[src/rtl/pb_pkg.sv]
package pb_pkg;

    localparam int PB_DW  = 32;
    localparam int PB_IDW = 16;

    localparam int unsigned OFS_MASK = 32'h00;
    localparam int unsigned OFS_STAT = 32'h04;
    localparam int unsigned OFS_POS  = 32'h08;
    localparam int unsigned OFS_BELL = 32'h0C;

    typedef enum logic [2:0] {
        SEL_NONE,
        SEL_MASK,
        SEL_STAT,
        SEL_POS,
        SEL_BELL
    } pb_sel_e;

    typedef struct packed {
        logic [PB_IDW-1:0] dest;
        logic [PB_IDW-1:0] vector;
    } bell_msg_t;

    function automatic pb_sel_e pb_decode(input int unsigned ofs);
        case (ofs)
            OFS_MASK: return SEL_MASK;
            OFS_STAT: return SEL_STAT;
            OFS_POS:  return SEL_POS;
            OFS_BELL: return SEL_BELL;
            default:  return SEL_NONE;
        endcase
    endfunction

endpackage

[src/rtl/pb_status.sv]
module pb_status
    import pb_pkg::*;
(
    input  logic             clk,
    input  logic             rst,
    input  logic             wr_en,
    input  logic             rd_en,
    input  logic [PB_DW-1:0] wdata,
    input  logic             evt,
    output logic [PB_DW-1:0] status_q
);
    logic [PB_DW-1:0] status_d;

    always_comb begin
        status_d = status_q;
        if (wr_en)
            status_d = wdata;
        else if (rd_en)
            status_d = '0;
        if (evt)
            status_d[0] = 1'b1;
    end

    always_ff @(posedge clk) begin
        if (rst) status_q <= '0;
        else     status_q <= status_d;
    end
endmodule

[src/rtl/pb_position.sv]
module pb_position
    import pb_pkg::*;
#(
    parameter bit STANDALONE = 1'b0
)(
    input  logic              clk,
    input  logic              rst,
    input  logic              id_valid,
    input  logic [PB_IDW-1:0] id_in,
    output logic [PB_DW-1:0]  pos_q,
    output logic              assigned
);
    localparam logic [PB_DW-1:0] POS_RST = STANDALONE ? '0 : '1;

    always_ff @(posedge clk) begin
        if (rst) begin
            pos_q    <= POS_RST;
            assigned <= 1'b0;
        end else if (!STANDALONE && id_valid) begin
            pos_q    <= PB_DW'(id_in);
            assigned <= 1'b1;
        end
    end
endmodule

[src/rtl/pb_bell.sv]
module pb_bell
    import pb_pkg::*;
(
    input  logic             clk,
    input  logic             rst,
    input  logic             fire,
    input  logic [PB_DW-1:0] wdata,
    output logic             msg_valid,
    output bell_msg_t        msg_q
);
    always_ff @(posedge clk) begin
        if (rst) begin
            msg_valid <= 1'b0;
            msg_q     <= '0;
        end else begin
            msg_valid <= fire;
            msg_q     <= fire ? bell_msg_t'(wdata) : '0;
        end
    end
endmodule

[src/rtl/peer_bell_regs.sv]
module peer_bell_regs
    import pb_pkg::*;
#(
    parameter int ADDR_W     = 8,
    parameter bit STANDALONE = 1'b0
)(
    input  logic              clk,
    input  logic              rst,
    input  logic              req_valid,
    input  logic              req_write,
    input  logic [ADDR_W-1:0] req_addr,
    input  logic [PB_DW-1:0]  req_wdata,
    output logic              rd_valid,
    output logic [PB_DW-1:0]  rd_data,
    input  logic              id_valid,
    input  logic [PB_IDW-1:0] id_in,
    input  logic              peer_event,
    output logic              bell_valid,
    output logic [PB_IDW-1:0] bell_dest,
    output logic [PB_IDW-1:0] bell_vector,
    output logic              irq
);
    pb_sel_e          sel;
    logic             wr_any, rd_any;
    logic [PB_DW-1:0] mask_q, status_q, pos_q, rd_mux;
    logic             id_assigned;
    bell_msg_t        msg;

    assign sel    = pb_decode(32'(req_addr));
    assign wr_any = req_valid && req_write;
    assign rd_any = req_valid && !req_write;

    always_ff @(posedge clk) begin
        if (rst)                          mask_q <= '0;
        else if (wr_any && sel == SEL_MASK) mask_q <= req_wdata;
    end

    pb_status u_status (
        .clk      (clk),
        .rst      (rst),
        .wr_en    (wr_any && sel == SEL_STAT),
        .rd_en    (rd_any && sel == SEL_STAT),
        .wdata    (req_wdata),
        .evt      (peer_event),
        .status_q (status_q)
    );

    pb_position #(.STANDALONE(STANDALONE)) u_pos (
        .clk      (clk),
        .rst      (rst),
        .id_valid (id_valid),
        .id_in    (id_in),
        .pos_q    (pos_q),
        .assigned (id_assigned)
    );

    pb_bell u_bell (
        .clk       (clk),
        .rst       (rst),
        .fire      (wr_any && sel == SEL_BELL && id_assigned),
        .wdata     (req_wdata),
        .msg_valid (bell_valid),
        .msg_q     (msg)
    );

    assign bell_dest   = msg.dest;
    assign bell_vector = msg.vector;

    always_comb begin
        case (sel)
            SEL_MASK: rd_mux = mask_q;
            SEL_STAT: rd_mux = status_q;
            SEL_POS:  rd_mux = pos_q;
            default:  rd_mux = '0;
        endcase
    end

    always_ff @(posedge clk) begin
        if (rst) begin
            rd_valid <= 1'b0;
            rd_data  <= '0;
            irq      <= 1'b0;
        end else begin
            rd_valid <= rd_any;
            rd_data  <= rd_any ? rd_mux : '0;
            irq      <= |(status_q & mask_q);
        end
    end
endmodule

[config.mk]
export PLATFORM = sky130hd
export DESIGN_NAME = peer_bell_regs
export DESIGN_NICKNAME = d
export VERILOG_FILES = /design/src/rtl/pb_pkg.sv /design/src/rtl/pb_status.sv /design/src/rtl/pb_position.sv /design/src/rtl/pb_bell.sv /design/src/rtl/peer_bell_regs.sv
export SDC_FILE = /design/constraint.sdc
export NUM_CORES = 1
export LEC_CHECK = 0
export BUFFER_PORTS_ARGS = -buffer_cell sky130_fd_sc_hd__clkbuf_2
export CORE_UTILIZATION = 50
export DETAILED_ROUTE_END_ITERATION = 6
export MAX_ROUTING_LAYER = met4
export PLACE_DENSITY = 0.74
export SLEW_MARGIN = 20
export SYNTH_ARGS = -nofsm -noshare
export SYNTH_HDL_FRONTEND = slang
export SYNTH_SLANG_ARGS = --single-unit
[constraint.sdc]
create_clock -name clk -period 3.8 [get_ports clk]
set_input_delay 0.19 -clock clk [delete_from_list [all_inputs] [get_ports clk]]
set_output_delay 0.19 -clock clk [all_outputs]
set_load 0.005 [all_outputs]
==> results.toml, run 1 <==
[critical_path]
cp_data_arrival_time_ps = 2380
cp_max_fo = 35
crit_path_start_kind = "input port"
required_ps = 4140
cp-end-kind = "flip-flop"
critPathKind = "in2reg"

[global_route]
grt.met2_usage = 0.417
track_usage = 0.264
grt_busiest_layer = "met2"
met3_usage = 0.0735
grt-ovfl-total = 0
grt_pass1_wl_um = 24600
grt_pass1_vias = 4803
grt_max_degree = 81
globalRouteMet1Util = 0.325
grt_antenna_before_repair = 0

[sta]
final_hold_viol_count = 1
max_freq_mhz = 491
hold_slack_ps = -3.16
finalSetupViolCount = 0
fin_skew_ps = 6.73
fin_crit_ps = 2030
fin_tns_setup_ps = 0
worstMarginPinSlew_ps = 1020
finalCritPeriodShare = 0.536
grt_setup_unrepaired = "false"
maxSlewHeadroom = 0.322
slew_viol_final = 0

[layout]
final_cell_mix = "dfxtp_1, clkbuf_2, nand2_1"
nets = 782
area_growth_pct = 25.0
drive_gt1_frac = 0.261
final_common_cell = "dfxtp_1"
diodes = 0
final_area_um2 = 7370
fillCellCount = 907

[synthesis]
synthCells = 604
synth-main-ff-cell = "dfxtp_1"
avgSynthCellArea_um2 = 9.77
ys_warn_count = 0
ys_ff_latch = 149
synth_fp_nets = 666
seq_area_frac_synth = 0.505
ys_types = 36
synth-edff-count = 0
syn-cell-area_um2 = 5900
async_flop_share = 0

[run_status]
status = "complete, but fails checks"
violations = "hold timing"

[clock_network]
cts_tree = "done"
clockBufferDepth = 2
cts_sinks = 149
clk_pin_slew_ps = 50
clk_latency_ps = 430
clock-root-buffer = "clkbuf_16"
post_cts_resized = 0
htreeDepth = 4
cts_buffers = 17

[route]
viasPerCell = 5.74
route.detailed.drc = 0
drt_first_pass_iters = 6
drtAntennaViolNets = 0
finalWirelength_um = 15200
first_iter_violations = 384
num_vias = 5020
wl_per_cell_um = 17.4

[placed_design]
portBuffers = 128
hpwl_um = 9950
place_area_um2 = 6550
gp_congestion = 0.857

[power]
ir_drop_uv = 361
power_density_nw_per_um2 = 492
power.leakage_nw = 3.08

[floorplanning]
row_count = 39
start_util = 0.515
core_region_area_um2 = 11500
die_h_um = 111
die_x_um = 111
boundaryPins = 129
dieArea_um2 = 12200

[flow_run]
drv_cap = 0

[min_path]
hp-class = "in2reg"
-- critical path, cell delays in order --
cell and delay, ps:
clkbuf_2 270, or3_2 870, nor4_4 330, buf_4 430, mux2i_1 260
-- state kept, by name, indices dropped and copies added, names as in the netlist --
| signal | cells |
|---|---|
| u_pos.assigned | 1 |
| rd_valid | 1 |
| u_bell.msg_q | 32 |
| irq | 1 |
| mask_q | 32 |
| u_pos.pos_q | 17 |
| u_status.status_q | 32 |
| u_bell.msg_valid | 1 |
| rd_data | 32 |
-- cell usage after synthesis, types with 5 or more instances --
cell / count / area, um2
dfxtp_1: 149 / 2980
nand2_1: 115 / 432
mux2i_1: 64 / 641
clkbuf_1: 47 / 176
and2_1: 32 / 200
o311ai_0: 31 / 272
o31ai_1: 31 / 233
nor2_1: 19 / 71.3
a21oi_1: 16 / 80.1
a22oi_1: 16 / 120
a2bb2oi_1: 16 / 140
mux2_2: 16 / 180
nand3_1: 16 / 80.1
nand4_1: 6 / 37.5
buf_6: 5 / 56.3
-- through the flow --
stage / hold slack, ps / std cells / setup slack (ps) / util / power (W)
4_1_cts: 2.33 / 875 / 1680 / 0.643 / 0.00365
3_3_place_gp: 410 / 827 / 1340 / 0.571 / 0.00179
3_5_place_dp: 414 / 827 / 1260 / 0.571 / 0.00180
2_1_floorplan: 312 / 604 / 2050 / - / 0.00172
5_1_grt: 4.54 / 875 / 1600 / 0.643 / 0.00374
6_report: -3.16 / 875 / 1770 / 0.643 / 0.00363
-- power by group --
part / total [W] / switching, W / internal (W)
clock: 0.00185 / 0.000625 / 0.00123
combinational: 0.000192 / 0.000115 / 0.0000773
sequential: 0.00158 / 0.00000836 / 0.00158
total: 0.00363 / 0.000748 / 0.00288
-- final cells by class --
type / count / area [um2] / area share
multi-input cells: 395 / 2650 / 0.360
repair buffers: 154 / 891 / 0.121
inverters: 3 / 11.3 / 0.00153
clock buffers: 22 / 484 / 0.0657
flip-flops and latches: 149 / 2980 / 0.404
well taps: 143 / 179 / 0.0243
clock inverters: 9 / 173 / 0.0234
-- kinds of logic (layout without fill, tap and decap cells) --
group	count (synthesis)	count (layout)	synth area share
AO/OA/AOI/OAI	115	115	0.150
flip-flops	149	149	0.505
buffers and inverters	60	188	0.0466
AND/OR/NAND/NOR	200	200	0.159
multiplexers	80	80	0.139
-- layer usage --
metal | wire [um] | vias to the layer above
met5 | 0 | -
met4 | 281 | 0
met3 | 1070 | 22
met2 | 7210 | 224
met1 | 6630 | 2390
li1 | - | 2384
-- final timing paths --
| path | start | depth (start not counted) | endpoint | slack, ps |
|---|---|---|---|---|
| worst min register to register | u_pos.pos_q[30] | 2 | u_pos.pos_q[30] | 470 |
| worst min-delay path | id_in[6] | 3 | u_pos.pos_q[6] | -3 |
| worst max-delay path | req_addr[3] | 5 | mask_q[3] | 1770 |
| worst max register to register | mask_q[8] | 3 | irq | 2500 |
-- repair_timing --
item                      CTS  global route
hold buffers               17             0
setup buffers               0             0
hold endpoints to repair   17             0
(Power assumes the default switching activity.)
==> run 2, diff against run 1 <==
==> constraint.sdc (replaced) <==
create_clock -name clk -period 2 [get_ports clk]
set_input_delay 0.1 -clock clk [delete_from_list [all_inputs] [get_ports clk]]
set_output_delay 0.1 -clock clk [all_outputs]
set_load 0.005 [all_outputs]
==> run 2 against run 1 <==
The flow now finishes without violations. Final area increased by 4.8%. Worst setup slack got worse by 1400 ps. Count of clock-buffer cells in the layout decreased by 2. Critical endpoint is now u_status.status_q[11]. Total power increased by 76%. Critical path type unchanged. Utilization increased by 3.1 points. Global-route usage increased by 0.30 points.
==> results.toml, run 2 (same netlist as run 1, synthesis figures left out) <==
[route]
route.detailed.drc = 0
drtAntennaViolNets = 0
drt_first_pass_iters = 5
wl_per_cell_um = 16.9
viasPerCell = 5.55
finalWirelength_um = 15600
num_vias = 5126
first_iter_violations = 459

[global_route]
grt-ovfl-total = 0
grt_pass1_vias = 4899
grt_pass1_wl_um = 25000
track_usage = 0.267
grt_antenna_before_repair = 0
grt_max_degree = 67

[critical_path]
critPathKind = "in2reg"
required_ps = 2340
rr_worst_depth = 3
r2r-end = "irq"
crit_chain = "dlygate4sd3_1 > clkbuf_2 > inv_2 > buf_4 > o311ai_0 > o31ai_1"
critPathLaunch = "rst"
cp-end-kind = "flip-flop"
worstSetupEndpoint = "u_status.status_q[11]"
cp_max_fo = 66
r2r_start = "u_status.status_q[13]"
cp_top_family = "buffers and inverters"
slowest_stage = "dlygate4sd3_1"
critPathBufInv = 4
path_depth = 6
r2r_slack_ps = 610
cp_slowest_stage_delay_ps = 540
crit_path_start_kind = "input port"
cp_data_arrival_time_ps = 1960

[clock_network]
clockBufferDepth = 2
htreeDepth = 4
cts_hold_buf = 51
cts_sinks = 149
post_cts_resized = 0
post-cts-setup-buffers = 0
cts_buffers = 17
clk_latency_ps = 420
cts_tree = "done"
clk_pin_slew_ps = 60
clock-root-buffer = "clkbuf_16"

[min_path]
hp-class = "in2reg"

[sta]
fin_tns_setup_ps = 0
finalSetupViolCount = 0
max_freq_mhz = 617
fin_crit_ps = 1620
fin_skew_ps = 7.48
worstMarginPinSlew_ps = 610
slew_viol_final = 0
grt_setup_unrepaired = "false"
maxSlewHeadroom = 0.593
final_hold_viol_count = 0
finalCritPeriodShare = 0.811

[floorplanning]
die_x_um = 111
dieArea_um2 = 12200
start_util = 0.515
row_count = 39
boundaryPins = 129
die_h_um = 111
core_region_area_um2 = 11500

[flow_run]
drv_cap = 0

[layout]
drive_gt1_frac = 0.261
diodes = 0
nets = 830
final_util = 0.674
final_cell_mix = "dfxtp_1, clkbuf_2, nand2_1"
final_common_cell = "dfxtp_1"
area_growth_pct = 31.0

[placed_design]
portBuffers = 128
hpwl_um = 10100
gp_congestion = 0.876

[power]
ir_drop_uv = 655
power_density_nw_per_um2 = 829
power.leakage_nw = 3.23

[run_status]
status = "completed"
-- run 2: cell types whose count changed in the layout (fill, tap and decap cells not counted), sizes merged --
cell,change
dlygate4sd3,+34
buf,+13
clkinv,+5
bufinv,-4
clkinvlp,+2
clkbuf,-1
-- run 2: layout make-up --
type,count,area [um2]
Timing Repair Buffer,202,1350
Multi-Input combinational cell,395,2650
Fill cell,869,3740
Clock buffer,20,447
Inverter,3,11.3
Clock inverter,12,108
Sequential cell,149,2980
Tap cell,143,179
-- run 2: worst min path at each step --
stage / from / to / cells past startpoint
after global routing: req_valid / rd_valid / 2
after CTS: req_valid / rd_valid / 2
after floorplan: req_wdata[0] / u_bell.msg_q[0] / 1
final: req_valid / rd_valid / 2
after detailed placement: id_in[3] / u_pos.pos_q[3] / 3
after global placement: id_in[6] / u_pos.pos_q[6] / 3
-- run 2: report_power, final --
part | total (W) | internal, W | switching (W)
logic | 0.000432 | 0.000199 | 0.000234
registers | 0.00301 | 0.00299 | 0.0000149
clock network | 0.00296 | 0.00174 | 0.00123
total | 0.00641 | 0.00493 | 0.00147
-- run 2: layer usage --
| layer | wire (um) | share of wire | vias up | global-route usage |
|---|---|---|---|---|
| met3 | 841 | 0.054 | 26 | 0.0543 |
| li1 | - | - | 2485 | - |
| met4 | 329 | 0.021 | 0 | 0.108 |
| met1 | 7010 | 0.45 | 2425 | 0.336 |
| met2 | 7470 | 0.48 | 190 | 0.420 |
| met5 | 0 | 0 | - | - |
-- run 2: per-stage QoR --
step | total power [W] | hold WS (ps) | cell area, um2 | std cells | setup slack (ps)
2_1_floorplan | 0.00327 | 222 | 5900 | 604 | 337
3_5_place_dp | 0.00342 | 331 | 6660 | 841 | 186
5_1_grt | 0.00663 | 11.3 | 7730 | 924 | 265
3_3_place_gp | 0.00341 | 322 | 6660 | 841 | 253
6_report | 0.00641 | 15.8 | 7730 | 924 | 379
4_1_cts | 0.00644 | 4.65 | 7730 | 924 | 432
